--- src/rtl/irqv_pkg.sv ---
package irqv_pkg;
  typedef enum logic [1:0] {
    DEC_NONE  = 2'd0,
    DEC_RESET = 2'd1,
    DEC_IRQ   = 2'd2
  } dec_kind_e;

  typedef enum logic [1:0] {
    PUSH_SHORT = 2'd2,
    PUSH_LONG  = 2'd3
  } push_len_e;

  function automatic push_len_e push_len(input logic wide_pc);
    return wide_pc ? PUSH_LONG : PUSH_SHORT;
  endfunction
endpackage

--- src/rtl/irqv_pending.sv ---
module irqv_pending #(
  parameter int N_SRC = 32
) (
  input  logic             clk,
  input  logic             rst_n,
  input  logic [N_SRC-1:0] raise_i,
  input  logic [N_SRC-1:0] clear_i,
  input  logic [N_SRC-1:0] taken_i,
  input  logic             flush_i,
  output logic [N_SRC-1:0] pend_o
);
  logic [N_SRC-1:0] pend_q;

  always_ff @(posedge clk or negedge rst_n) begin
    if (!rst_n) begin
      pend_q <= '0;
    end else if (flush_i) begin
      pend_q <= '0;
    end else begin
      pend_q <= (pend_q | raise_i) & ~clear_i & ~taken_i;
    end
  end

  assign pend_o = pend_q;
endmodule

--- src/rtl/irqv_arbiter.sv ---
module irqv_arbiter
  import irqv_pkg::*;
#(
  parameter int N_SRC   = 32,
  parameter int SLEEP_W = 8,
  localparam int IDW    = $clog2(N_SRC)
) (
  input  logic [N_SRC-1:0]         pend_i,
  input  logic [N_SRC*SLEEP_W-1:0] wake_mask_i,
  input  logic [SLEEP_W-1:0]       sleep_mode_i,
  input  logic                     asleep_i,
  input  logic                     gie_i,
  input  logic                     boundary_i,
  input  logic                     reti_i,
  output dec_kind_e                kind_o,
  output logic [IDW-1:0]           win_o
);
  logic [N_SRC-1:0] wake_ok;
  logic [N_SRC-1:0] elig;
  logic             found;

  for (genvar g = 0; g < N_SRC; g++) begin : g_elig
    assign wake_ok[g] = |(wake_mask_i[g*SLEEP_W +: SLEEP_W] & sleep_mode_i);
    assign elig[g]    = pend_i[g] & (~asleep_i | wake_ok[g]);
  end

  always_comb begin
    found = 1'b0;
    win_o = '0;
    for (int i = N_SRC - 1; i >= 0; i--) begin
      if (elig[i]) begin
        found = 1'b1;
        win_o = IDW'(i);
      end
    end
  end

  always_comb begin
    kind_o = DEC_NONE;
    if (boundary_i) begin
      if (pend_i[0]) begin
        kind_o = DEC_RESET;
      end else if (gie_i && !reti_i && found) begin
        kind_o = DEC_IRQ;
      end
    end
  end
endmodule

--- src/rtl/irqv_vector.sv ---
module irqv_vector #(
  parameter int N_SRC       = 32,
  parameter int PC_W        = 22,
  parameter int PMEM_AW     = 16,
  parameter int VEC_SPACING = 2,
  localparam int IDW        = $clog2(N_SRC)
) (
  input  logic [IDW-1:0]  id_i,
  input  logic [PC_W-1:0] offset_i,
  output logic [PC_W-1:0] vec_pc_o
);
  localparam logic [PC_W-1:0] WRAP_MASK = PC_W'((64'd1 << PMEM_AW) - 64'd1);
  localparam logic [PC_W-1:0] SPACING   = PC_W'(VEC_SPACING);

  logic [PC_W-1:0] slot_addr;
  logic [PC_W-1:0] raw_sum;

  assign slot_addr = PC_W'(id_i) * SPACING;
  assign raw_sum   = slot_addr + offset_i;
  assign vec_pc_o  = raw_sum & WRAP_MASK;
endmodule

--- src/rtl/irq_vector_unit.sv ---
module irq_vector_unit
  import irqv_pkg::*;
#(
  parameter int N_SRC       = 32,
  parameter int SLEEP_W     = 8,
  parameter int PC_W        = 22,
  parameter int PMEM_AW     = 16,
  parameter int VEC_SPACING = 2,
  localparam int IDW        = $clog2(N_SRC)
) (
  input  logic                     clk,
  input  logic                     rst_n,
  input  logic [N_SRC-1:0]         raise_i,
  input  logic [N_SRC-1:0]         clear_i,
  input  logic                     boundary_i,
  input  logic                     reti_done_i,
  input  logic                     gie_i,
  input  logic                     asleep_i,
  input  logic [SLEEP_W-1:0]       sleep_mode_i,
  input  logic [N_SRC*SLEEP_W-1:0] wake_mask_i,
  input  logic [PC_W-1:0]          cur_pc_i,
  input  logic [PC_W-1:0]          vec_offset_i,
  input  logic                     pc22_i,
  output logic                     take_irq_o,
  output logic                     clr_gie_o,
  output logic [IDW-1:0]           taken_id_o,
  output logic [PC_W-1:0]          vector_pc_o,
  output logic [PC_W-1:0]          return_pc_o,
  output logic [1:0]               push_bytes_o,
  output logic                     reset_req_o
);
  logic [N_SRC-1:0] pend_q;
  logic [N_SRC-1:0] taken_vec;
  dec_kind_e        kind;
  logic [IDW-1:0]   win_id;
  logic [PC_W-1:0]  next_vec;

  irqv_pending #(.N_SRC(N_SRC)) u_pend (
    .clk     (clk),
    .rst_n   (rst_n),
    .raise_i (raise_i),
    .clear_i (clear_i),
    .taken_i (taken_vec),
    .flush_i (kind == DEC_RESET),
    .pend_o  (pend_q)
  );

  irqv_arbiter #(.N_SRC(N_SRC), .SLEEP_W(SLEEP_W)) u_arb (
    .pend_i       (pend_q),
    .wake_mask_i  (wake_mask_i),
    .sleep_mode_i (sleep_mode_i),
    .asleep_i     (asleep_i),
    .gie_i        (gie_i),
    .boundary_i   (boundary_i),
    .reti_i       (reti_done_i),
    .kind_o       (kind),
    .win_o        (win_id)
  );

  irqv_vector #(
    .N_SRC(N_SRC), .PC_W(PC_W), .PMEM_AW(PMEM_AW), .VEC_SPACING(VEC_SPACING)
  ) u_vec (
    .id_i     (win_id),
    .offset_i (vec_offset_i),
    .vec_pc_o (next_vec)
  );

  always_comb begin
    taken_vec = '0;
    if (kind == DEC_IRQ) taken_vec[win_id] = 1'b1;
  end

  always_ff @(posedge clk or negedge rst_n) begin
    if (!rst_n) begin
      take_irq_o   <= 1'b0;
      reset_req_o  <= 1'b0;
      taken_id_o   <= '0;
      vector_pc_o  <= '0;
      return_pc_o  <= '0;
      push_bytes_o <= '0;
    end else begin
      take_irq_o  <= (kind == DEC_IRQ);
      reset_req_o <= (kind == DEC_RESET);
      if (kind == DEC_IRQ) begin
        taken_id_o   <= win_id;
        vector_pc_o  <= next_vec;
        return_pc_o  <= cur_pc_i;
        push_bytes_o <= push_len(pc22_i);
      end
    end
  end

  assign clr_gie_o = take_irq_o;
endmodule

--- config.mk ---
export PLATFORM = sky130hd
export DESIGN_NAME = irq_vector_unit
export DESIGN_NICKNAME = d
export VERILOG_FILES = /design/src/rtl/irqv_pkg.sv /design/src/rtl/irqv_pending.sv /design/src/rtl/irqv_arbiter.sv /design/src/rtl/irqv_vector.sv /design/src/rtl/irq_vector_unit.sv
export SDC_FILE = /design/constraint.sdc
export NUM_CORES = 1
export LEC_CHECK = 0
export ABC_AREA = 0
export BUFFER_PORTS_ARGS = -buffer_cell sky130_fd_sc_hd__buf_2
export CAP_MARGIN = 10
export CORE_AREA = 2 2 169 171
export CTS_CLUSTER_DIAMETER = 50
export DETAILED_ROUTE_END_ITERATION = 6
export DIE_AREA = 0 0 171 173
export PLACE_DENSITY_LB_ADDON = 0.08
export SLEW_MARGIN = 40
export SYNTH_ARGS = -nofsm -noshare
export SYNTH_HDL_FRONTEND = slang
export SYNTH_SLANG_ARGS = --single-unit
--- constraint.sdc ---
create_clock -name clk -period 4.5 [get_ports clk]
set_input_delay 1.35 -clock clk [delete_from_list [all_inputs] [get_ports clk]]
set_output_delay 1.35 -clock clk [all_outputs]
set_load 0.01 [all_outputs]
==> metrics.cfg, run 1 <==
[placed_design]
dpl.hpwl_um = 24600
dp.cells = 1494
gp_congestion = 0.809
numPortBuffers = 420
pre_cts_ws_ns = -0.763

[sta]
relSlewSlack_pct = 52.0
tightest_slew_ns = 0.719
slew_violations = 0
clock.fmax_mhz = 222
hold_viol_final = 0
rsz0062_at_grt = true
finalSetupViolCount = 2
layout_setup_ws_ns = -0.0119
skew_ns = 0.00627
fin_crit_sh_pct = 100
min_period_ns = 4.51
setup_tns_ns = -0.0217

[worst_setup_path]
critical_path_class = input port to flop
cp.required_ns = 4.76
cp_slowest_cell = a222oi_1
cp.arrival_ns = 4.77
crit_path_frequent_cell = inv_2
cp-end-kind = flop
r2r_setup_slack_ns = 1.24
r2r-start = u_pend.pend_o[21]
cp_num_buf_inv = 5
timing.rr.end = vector_pc_o[15]
worstPathCellList = buf_16 > buf_6 > a222oi_1 > a41oi_2 > a2111oi_4 > a211o_1 > o211ai_2 > inv_2 > ha_4 > inv_2 > fa_2 > inv_2 > a21oi_2 > o21bai_1 > a21o_1 > nand2_2 > nor2_4 > nand3_2 > xor2_1 > a21oi_1
rr_worst_depth = 20
cpPeakStageDelay_ns = 0.47
cp_top_family = compound AO/OA/AOI/OAI gates
crit_fanout = 6
crit_path_start_kind = input port

[clock_tree]
postCtsHoldBufs = 0
insertion_delay_ns = 0.33
cts_tree = yes
cts_buffers = 9
cts_sinks = 79
clk_pin_slew_ns = 0.06
htreeDepth = 3
cts_max_path_buffers = 2
cts-root-buf = clkbuf_16

[final_layout]
instances_no_fill = 1523
drive_above_1_share_pct = 57.3
multi_input_area_um2 = 3460
final_cell_mix = buf_2 (412), buf_4 (117), nand2_1 (86), dfrtp_1 (79), a22oi_1 (59)
utilization_pct = 34.4
area_growth_pct = 75.4
fin_nets = 1515
final-seq-area_um2 = 1980
fillers = 3033
layout_commonest_cell = buf_2

[pwr]
power.net_switching_uw = 871
power_frac_clock_pct = 28.0
power_density_nw_per_um2 = 281
swShare_pct = 32.6
leakage_nw = 4.65
ir_drop_uv = 177
seq_power_share_pct = 33.9
combPwrFrac_pct = 38.1
p_int_mw = 1.80

[global_route]
grt.total_usage_pct = 19.2
grt_max_degree = 75
grt_pass1_wl_um = 43000
grt-ovfl-total = 0
grt_pass1_vias = 7303
antenna_found_initial = 15

[detailed_routing]
route.vias.total = 7017
wl_per_cell_um = 19.6
antenna_violating_nets_post_route = 0
viasPerCell = 4.61
drc_errors = 0
dr.pass1.iters = 5
routed_wirelength_um = 29900
drt-initial-drc-count = 324

[run]
max-cap-violations = 0

[yosys]
synth_async_sr_flop_share_pct = 100
synth-main-ff-cell = dfrtp_1
syn_avg_cell_area_um2 = 8.84
synth_cell_types = 65
netlist_area_um2 = 5420
ys_warn_count = 0
synth_edf_count = 0
synth_cells = 613
ys_seq_elements = 79
ys_seq_area_share_pct = 36.5

[floorplan]
io_pins = 433
core-area_um2 = 27600
die-area_um2 = 29600
start_util_pct = 19.6
die_y_um = 173
die_w_um = 171
row_count = 61

[run_status]
outcome = complete, but fails checks
violations = negative setup slack

[min_path]
hold_end = push_bytes_o[1]
worstHoldPathCells = 1
hold_class = flop to flop
hold_start = push_bytes_o[1]

==> what timing repair did <==
item	in CTS	in global routing
endpoints found under the setup margin	12	11
setup buffers	1	1
cloned	1	0
pin swaps	34	35
gates resized for setup	47	24
==> worst max-delay path by stage <==
stage / from / endpoint / cells after the start
after CTS: sleep_mode_i[0] / vector_pc_o[13] / 20
after floorplan: sleep_mode_i[0] / vector_pc_o[13] / 22
after detailed placement: sleep_mode_i[2] / vector_pc_o[13] / 21
final: sleep_mode_i[0] / vector_pc_o[15] / 20
after global placement: sleep_mode_i[2] / vector_pc_o[12] / 20
after global routing: sleep_mode_i[3] / vector_pc_o[12] / 20
==> power groups by stage <==
stage          sequential, mW  clock (mW)  combinational (mW)
3_3_place_gp            0.910           0               0.976
4_1_cts                 0.905       0.779                1.01
6_report                0.904       0.747                1.02
2_1_floorplan           0.952           0               0.382
3_5_place_dp            0.912           0               0.976
5_1_grt                 0.924       0.807                1.12
==> metrics by stage <==
| stage | cell area (um^2) | hold WS [ns] | power [mW] |
|---|---|---|---|
| global placement | 8840 | 0.451 | 1.89 |
| CTS | 9370 | 0.480 | 2.70 |
| detailed placement | 8850 | 0.457 | 1.89 |
| global route | 9490 | 0.504 | 2.85 |
| floorplan | 5530 | 0.512 | 1.33 |
| finish | 9500 | 0.474 | 2.67 |
==> synthesized netlist by cell type, types with 5 or more instances <==
library cell  count  area (um^2)
a211oi_1         33          248
a21oi_1          14         70.1
a222oi_1         28          280
a22oi_1          60          450
buf_2            21          105
buf_4             7         52.6
clkbuf_1         11         41.3
dfrtp_1          79         1980
ha_1              5         62.6
inv_1            15         56.3
mux2_1            8         90.1
mux2_2           24          270
nand2_1          88          330
nand3_1          26          130
nand4_1           7         43.8
nor2_1           27          101
o21a_1            5         37.5
o21ai_0          46          230
o21ai_1           8         40.0
o31a_1            5         43.8
xnor2_1           5         43.8
xor2_1            8         70.1
==> worst register-to-register path: cells and delay by family (launching register included) <==
| kind | cells | cell delay [ns] |
|---|---|---|
| xor+xnor | 1 | 0.14 |
| buf+inv | 5 | 0.45 |
| compound gates | 8 | 1.38 |
| flops | 1 | 0.36 |
| simple gates | 4 | 0.38 |
| fa+ha+maj | 2 | 0.48 |
==> logic make-up after synthesis <==
logic type	Yosys count	synth area share [%]
compound gates	238	32.0
xor+xnor	13	2.10
fa+ha+maj	6	1.52
buf+inv	59	5.06
flops	79	36.5
mux	34	7.02
other cells	1	0.0692
simple gates	183	15.8
==> per-layer routing <==
layer / global-route usage (%) / vias to the layer above / share of wire, %
li1: - / 3414 / -
met1: 22.6 / 3288 / 40
met2: 34.2 / 266 / 50
met3: 5.20 / 39 / 7.6
met4: 4.98 / 10 / 1.6
met5: 0 / - / 0.23
==> sequential cells by signal (all words and copies together), names as in the netlist <==
name and count:
push_bytes_o 2, clr_gie_o 1, vector_pc_o 16, taken_id_o 5, return_pc_o 22, u_pend.pend_o 32
reset_req_o 1
==> final cells by class <==
| type | instances | share of cell area (%) |
|---|---|---|
| multi-input combinational | 480 | 36.4 |
| clock inverter | 5 | 0.606 |
| timing repair buffer | 544 | 33.7 |
| clock buffer | 11 | 2.55 |
| tap | 378 | 4.98 |
| antenna | 10 | 0.263 |
| sequential | 79 | 20.8 |
| inverter | 16 | 0.632 |
Note: power is estimated with default switching activity, not from simulation.
==> run 2: changes to the inputs <==
Clock period 4.5 ns to 3.7 ns, I/O delays scaled along.
==> metrics.cfg, run 2 (synthesized netlist as in run 1, its figures left out) <==
[worst_setup_path]
critical_path_class = input port to flop
crit_path_start_kind = input port
crit_fanout = 8  ; +2
cp-end-kind = flop
cp.required_ns = 3.91  ; -0.85 ns
cp.arrival_ns = 4.51  ; -0.26 ns

[detailed_routing]
antenna_violating_nets_post_route = 0  ; unchanged
viasPerCell = 4.61  ; about the same
route.vias.total = 7116  ; +1.4%
drc_errors = 0  ; unchanged
dr.pass1.iters = 6  ; +1
wl_per_cell_um = 19.6  ; -0.17%
drt-initial-drc-count = 296  ; -8.6%
routed_wirelength_um = 30200  ; +1.1%

[final_layout]
finalInstanceArea_um2 = 9960  ; +4.8%
area_growth_pct = 83.8
multi_input_area_um2 = 3560  ; +2.8%
drive_above_1_share_pct = 58.9  ; +1.7 points
layout_commonest_cell = buf_2
final_cell_mix = buf_2 (413), buf_4 (115), nand2_1 (85), dfrtp_1 (79), a22oi_1 (60)
fillers = 2968  ; -2.1%
largest_register_ffs = 32  ; unchanged
fin_nets = 1533  ; +1.2%
final-seq-area_um2 = 1980  ; unchanged

[placed_design]
dpl.hpwl_um = 24400  ; -0.90%
numPortBuffers = 420  ; unchanged
dpl_cell_area_um2 = 8850  ; about the same
gp_congestion = 0.858  ; +6.1%
pre_cts_ws_ns = -1.21  ; -0.443 ns

[clock_tree]
cts_max_path_buffers = 2  ; unchanged
clk_pin_slew_ns = 0.06  ; about the same
cts_sinks = 79  ; unchanged
htreeDepth = 3  ; unchanged
cts-root-buf = clkbuf_16
insertion_delay_ns = 0.33  ; about the same
postCtsHoldBufs = 0  ; unchanged
cts_buffers = 9  ; unchanged
cts_tree = yes

[sta]
slew_violations = 0  ; unchanged
relSlewSlack_pct = 56.4  ; +4.3 points
skew_ns = 0.00858  ; +0.00231 ns
finalSetupViolCount = 22  ; +20
tightest_slew_ns = 0.655  ; -0.0648 ns
clock.fmax_mhz = 232
min_period_ns = 4.30
setup_tns_ns = -6.67  ; -6.65 ns
rsz0062_at_grt = true
fin_crit_sh_pct = 116
layout_setup_ws_ns = -0.604  ; -0.592 ns
hold_viol_final = 0  ; unchanged

[global_route]
grt_pass1_vias = 7461  ; +2.2%
antenna_found_initial = 19  ; +4
grt_max_degree = 51  ; -32%
grt_pass1_wl_um = 43200  ; +0.43%
grt-ovfl-total = 0  ; unchanged
grt.total_usage_pct = 19.3  ; +0.051 points

[pwr]
leakage_nw = 4.87  ; +4.7%
power_density_nw_per_um2 = 339  ; +21%
ir_drop_uv = 196  ; +11%

[floorplan]
row_count = 61  ; unchanged
start_util_pct = 19.6  ; unchanged
die_y_um = 173  ; unchanged
die_w_um = 171  ; unchanged
core-area_um2 = 27600  ; unchanged
die-area_um2 = 29600  ; unchanged
io_pins = 433  ; unchanged

[run_status]
outcome = complete, but fails checks
violations = negative setup slack

[min_path]
hold_class = flop to flop

[run]
max-cap-violations = 0  ; unchanged

[run 2: layout make-up]
| class | instances | share of cell area [%] |
|---|---|---|
| Antenna cell | 13 | 0.327 |
| Clock buffer | 11 | 2.44 |
| Clock inverter | 4 | 0.704 |
| Inverter | 16 | 0.603 |
| Multi-Input combinational cell | 480 | 35.8 |
| Sequential cell | 79 | 19.8 |
| Tap cell | 378 | 4.75 |
| Timing Repair Buffer | 562 | 35.6 |
[run 2: timing repair]
action | in CTS | in global routing
endpoints found under the hold margin | 0 | 0
pin swaps | 37 | 25
endpoints found under the setup margin | 55 | 64
gates resized for setup | 74 | 27
buffers inserted | 14 | 12
gates cloned | 2 | 4
[run 2: critical path, cell delays in order]
cell and delay [ns]:
buf_12 0.12, buf_12 0.14, a222oi_1 0.51, a41oi_4 0.23, a2111oi_4 0.43, a211o_1 0.19
o211ai_2 0.13, inv_2 0.11, ha_4 0.14, inv_2 0.04, fa_2 0.38, inv_2 0.06
a21oi_2 0.04, o21bai_1 0.17, a21o_1 0.15, nand2_2 0.08, nor2_4 0.16, nand3_2 0.08
xor2_1 0.15, a21oi_1 0.08
[run 2: path summary, 6_finish.rpt]
kind | from | to | slack, ns | depth (start not counted)
max | sleep_mode_i[0] | vector_pc_o[15] | -0.60 | 20
min | push_bytes_o[1] | push_bytes_o[1] | 0.49 | 1
max reg2reg | u_pend.pend_o[21] | vector_pc_o[15] | 0.47 | 20
min reg2reg | push_bytes_o[1] | push_bytes_o[1] | 0.49 | 1
max in group asynchronous | rst_n | u_pend.pend_o[1] | 2.20 | 2
min in group asynchronous | rst_n | return_pc_o[6] | 0.81 | 1
[run 2: per-stage QoR]
stage | hold slack, ns | cells | total power, mW | util (%)
2_1_floorplan | 0.512 | 618 | 1.64 | -
3_3_place_gp | 0.452 | 1484 | 2.31 | 32.0
5_1_grt | 0.521 | 1540 | 3.61 | 36.0
3_5_place_dp | 0.456 | 1484 | 2.31 | 32.0
6_report | 0.492 | 1543 | 3.38 | 36.0
4_1_cts | 0.481 | 1514 | 3.38 | 34.8
[run 2: routing by layer]
metal	share of wire, %	vias to the layer above	global-route usage, %
li1	-	3459	-
met1	39	3343	21.5
met2	52	261	35.0
met3	7.5	43	5.13
met4	2.0	10	6.57
met5	0.20	-	0
[run 2: power breakdown]
part	internal, mW	switching, mW	total, mW	leakage, nW
sequential	1.01	0.0885	1.10	0.962
combinational	0.690	0.634	1.32	3.75
clock	0.604	0.350	0.954	0.155
total	2.31	1.07	3.38	4.87
==> run 3: changes to the inputs <==
Settings changed: MAX_ROUTING_LAYER set to met4.
==> metrics.cfg, run 3 (synthesized netlist as in run 1, its figures left out) <==
[run_status]
outcome = complete, but fails checks
violations = negative setup slack

[clock_tree]
cts_max_path_buffers = 2  ; unchanged
postCtsHoldBufs = 0  ; unchanged
clk_pin_slew_ns = 0.06  ; about the same
cts_sinks = 79  ; unchanged
cts_tree = yes
insertion_delay_ns = 0.33  ; about the same
htreeDepth = 3  ; unchanged
cts_buffers = 9  ; unchanged
cts-root-buf = clkbuf_16

[sta]
relSlewSlack_pct = 56.5  ; +0.17 points
finalSetupViolCount = 19  ; -14%
clock.fmax_mhz = 232  ; -0.33%
layout_setup_ws_ns = -0.618  ; -0.0144 ns
rsz0062_at_grt = true
hold_viol_final = 0  ; unchanged
min_period_ns = 4.32  ; +0.0144 ns
skew_ns = 0.00768  ; -0.000901 ns
setup_tns_ns = -6.87  ; -0.203 ns
slew_violations = 0  ; unchanged
tightest_slew_ns = 0.652  ; -0.00262 ns
fin_crit_sh_pct = 117  ; +0.39 points

[final_layout]
largest_register_ffs = 32  ; unchanged
area_growth_pct = 84.1
layout_commonest_cell = buf_2
fillers = 2963  ; -0.17%
drive_above_1_share_pct = 58.9  ; unchanged
fin_nets = 1533  ; unchanged
final_cell_mix = buf_2 (413), buf_4 (115), nand2_1 (85), dfrtp_1 (79), a22oi_1 (60)

[worst_setup_path]
critical_path_class = input port to flop
crit_fanout = 8  ; unchanged
r2r_setup_slack_ns = 0.47  ; about the same
cp.required_ns = 3.91  ; about the same
cpPeakStageDelay_ns = 0.51  ; about the same
cp.arrival_ns = 4.52  ; about the same
crit_path_start_kind = input port
cp_slowest_cell = a222oi_1
cp-end-kind = flop
crit_path_frequent_cell = inv_2
worstPathCellList = buf_12 > buf_12 > a222oi_1 > a41oi_4 > a2111oi_4 > a211o_1 > o211ai_2 > inv_2 > ha_4 > inv_2 > fa_2 > inv_2 > a21oi_2 > o21bai_1 > a21o_1 > nand2_2 > nor2_4 > nand3_2 > xor2_1 > a21oi_1

[floorplan]
core-area_um2 = 27600  ; unchanged
io_pins = 433  ; unchanged
die-area_um2 = 29600  ; unchanged
die_w_um = 171  ; unchanged
start_util_pct = 19.6  ; unchanged
row_count = 61  ; unchanged
die_y_um = 173  ; unchanged

[pwr]
leakage_nw = 4.87  ; about the same
power_density_nw_per_um2 = 339  ; -0.16%
seq_power_share_pct = 32.6  ; about the same
ir_drop_uv = 196  ; -0.22%
p_int_mw = 2.31  ; about the same
combPwrFrac_pct = 39.2  ; about the same
swShare_pct = 31.7  ; about the same
power_frac_clock_pct = 28.2  ; about the same
power.net_switching_mw = 1.07  ; about the same

[detailed_routing]
viasPerCell = 4.60  ; -0.18%
wl_per_cell_um = 19.5  ; -0.30%
drt-initial-drc-count = 297  ; +0.34%
drc_errors = 0  ; unchanged
antenna_violating_nets_post_route = 0  ; unchanged
routed_wirelength_um = 30200  ; about the same
route.vias.total = 7131  ; +0.21%
dr.pass1.iters = 6  ; unchanged

[run]
max-cap-violations = 0  ; unchanged

[placed_design]
numPortBuffers = 420  ; unchanged
pre_cts_ws_ns = -1.21  ; unchanged
dpl.hpwl_um = 24400  ; unchanged
gp_congestion = 0.872  ; +1.6%

[global_route]
grt_max_degree = 51  ; unchanged
grt-ovfl-total = 0  ; unchanged
grt_pass1_wl_um = 43000  ; -0.38%
grt_pass1_vias = 7475  ; +0.19%
top_usage_layer = met2
gr-usage-met3_pct = 5.01  ; -0.11 points
grtUsageMet1_pct = 21.5  ; -0.056 points
grt.total_usage_pct = 19.8  ; +0.53 points
use_met2_pct = 35.0  ; about the same
antenna_found_initial = 19  ; unchanged

[min_path]
hold_class = flop to flop

[run 3: cell types whose count changed in the layout (fill, tap and decap cells not counted)]
| cell | previous run | this run |
|---|---|---|
| diode_2 | 13 | 19 |
[run 3: path summary, 6_finish.rpt]
check                             startpoint          endpoint  cells past startpoint
max in group asynchronous              rst_n  u_pend.pend_o[1]                      2
min                          push_bytes_o[1]   push_bytes_o[1]                      1
min reg2reg                  push_bytes_o[1]   push_bytes_o[1]                      1
max                          sleep_mode_i[0]   vector_pc_o[15]                     20
min in group asynchronous              rst_n    return_pc_o[6]                      1
max reg2reg                u_pend.pend_o[21]   vector_pc_o[15]                     20
[run 3: worst max-delay path, delay by kind of cell]
family	cells	cell delay, ns
xor gates and xnor gates	1	0.15
buffers and inverters	5	0.47
and+or+nand+nor	3	0.32
AOI/OAI and AO/OA	9	1.93
adders and majority gates	2	0.52
[run 3: timing repair]
| item | 4_1_cts | 5_1_grt |
|---|---|---|
| hold endpoints to repair | 0 | 0 |
| pin swaps | 37 | 28 |
| setup buffers | 14 | 12 |
| cloned | 2 | 4 |
| resized for setup | 74 | 27 |
| endpoints found under the setup margin | 55 | 64 |
[run 3: layout make-up]
| type | count | area (um^2) | area share, % |
|---|---|---|---|
| Clock buffer | 11 | 243 | 2.43 |
| Multi-Input combinational cell | 480 | 3560 | 35.7 |
| Sequential cell | 79 | 1980 | 19.8 |
| Timing Repair Buffer | 562 | 3540 | 35.5 |
| Antenna cell | 19 | 47.5 | 0.477 |
| Tap cell | 378 | 473 | 4.74 |
| Clock inverter | 4 | 70.1 | 0.702 |
| Inverter | 16 | 60.1 | 0.602 |
[run 3: per-stage QoR]
stage / area (um^2) / total power [mW] / util [%] / instances / hold slack, ns
2_1_floorplan: 5540 / 1.64 / - / 618 / 0.512
3_3_place_gp: 8850 / 2.31 / 32.0 / 1484 / 0.452
3_5_place_dp: 8850 / 2.31 / 32.0 / 1484 / 0.456
4_1_cts: 9610 / 3.38 / 34.8 / 1514 / 0.481
5_1_grt: 9970 / 3.60 / 36.1 / 1549 / 0.521
6_report: 9970 / 3.38 / 36.1 / 1549 / 0.493
[run 3: power by group through the flow]
stage                     Combinational, mW  Clock (mW)  Sequential [mW]
final                                  1.33       0.952             1.10
after global routing                   1.45        1.03             1.13
after CTS                              1.28       0.996             1.10
after detailed placement               1.20           0             1.11
after global placement                 1.20           0             1.11
after floorplan                       0.477           0             1.16
[run 3: layer usage]
metal / vias to the layer above / part of all wire, %
li1: 3467 / -
met1: 3351 / 39
met2: 277 / 52
met3: 36 / 7.2
met4: 0 / 2.0
met5: - / 0
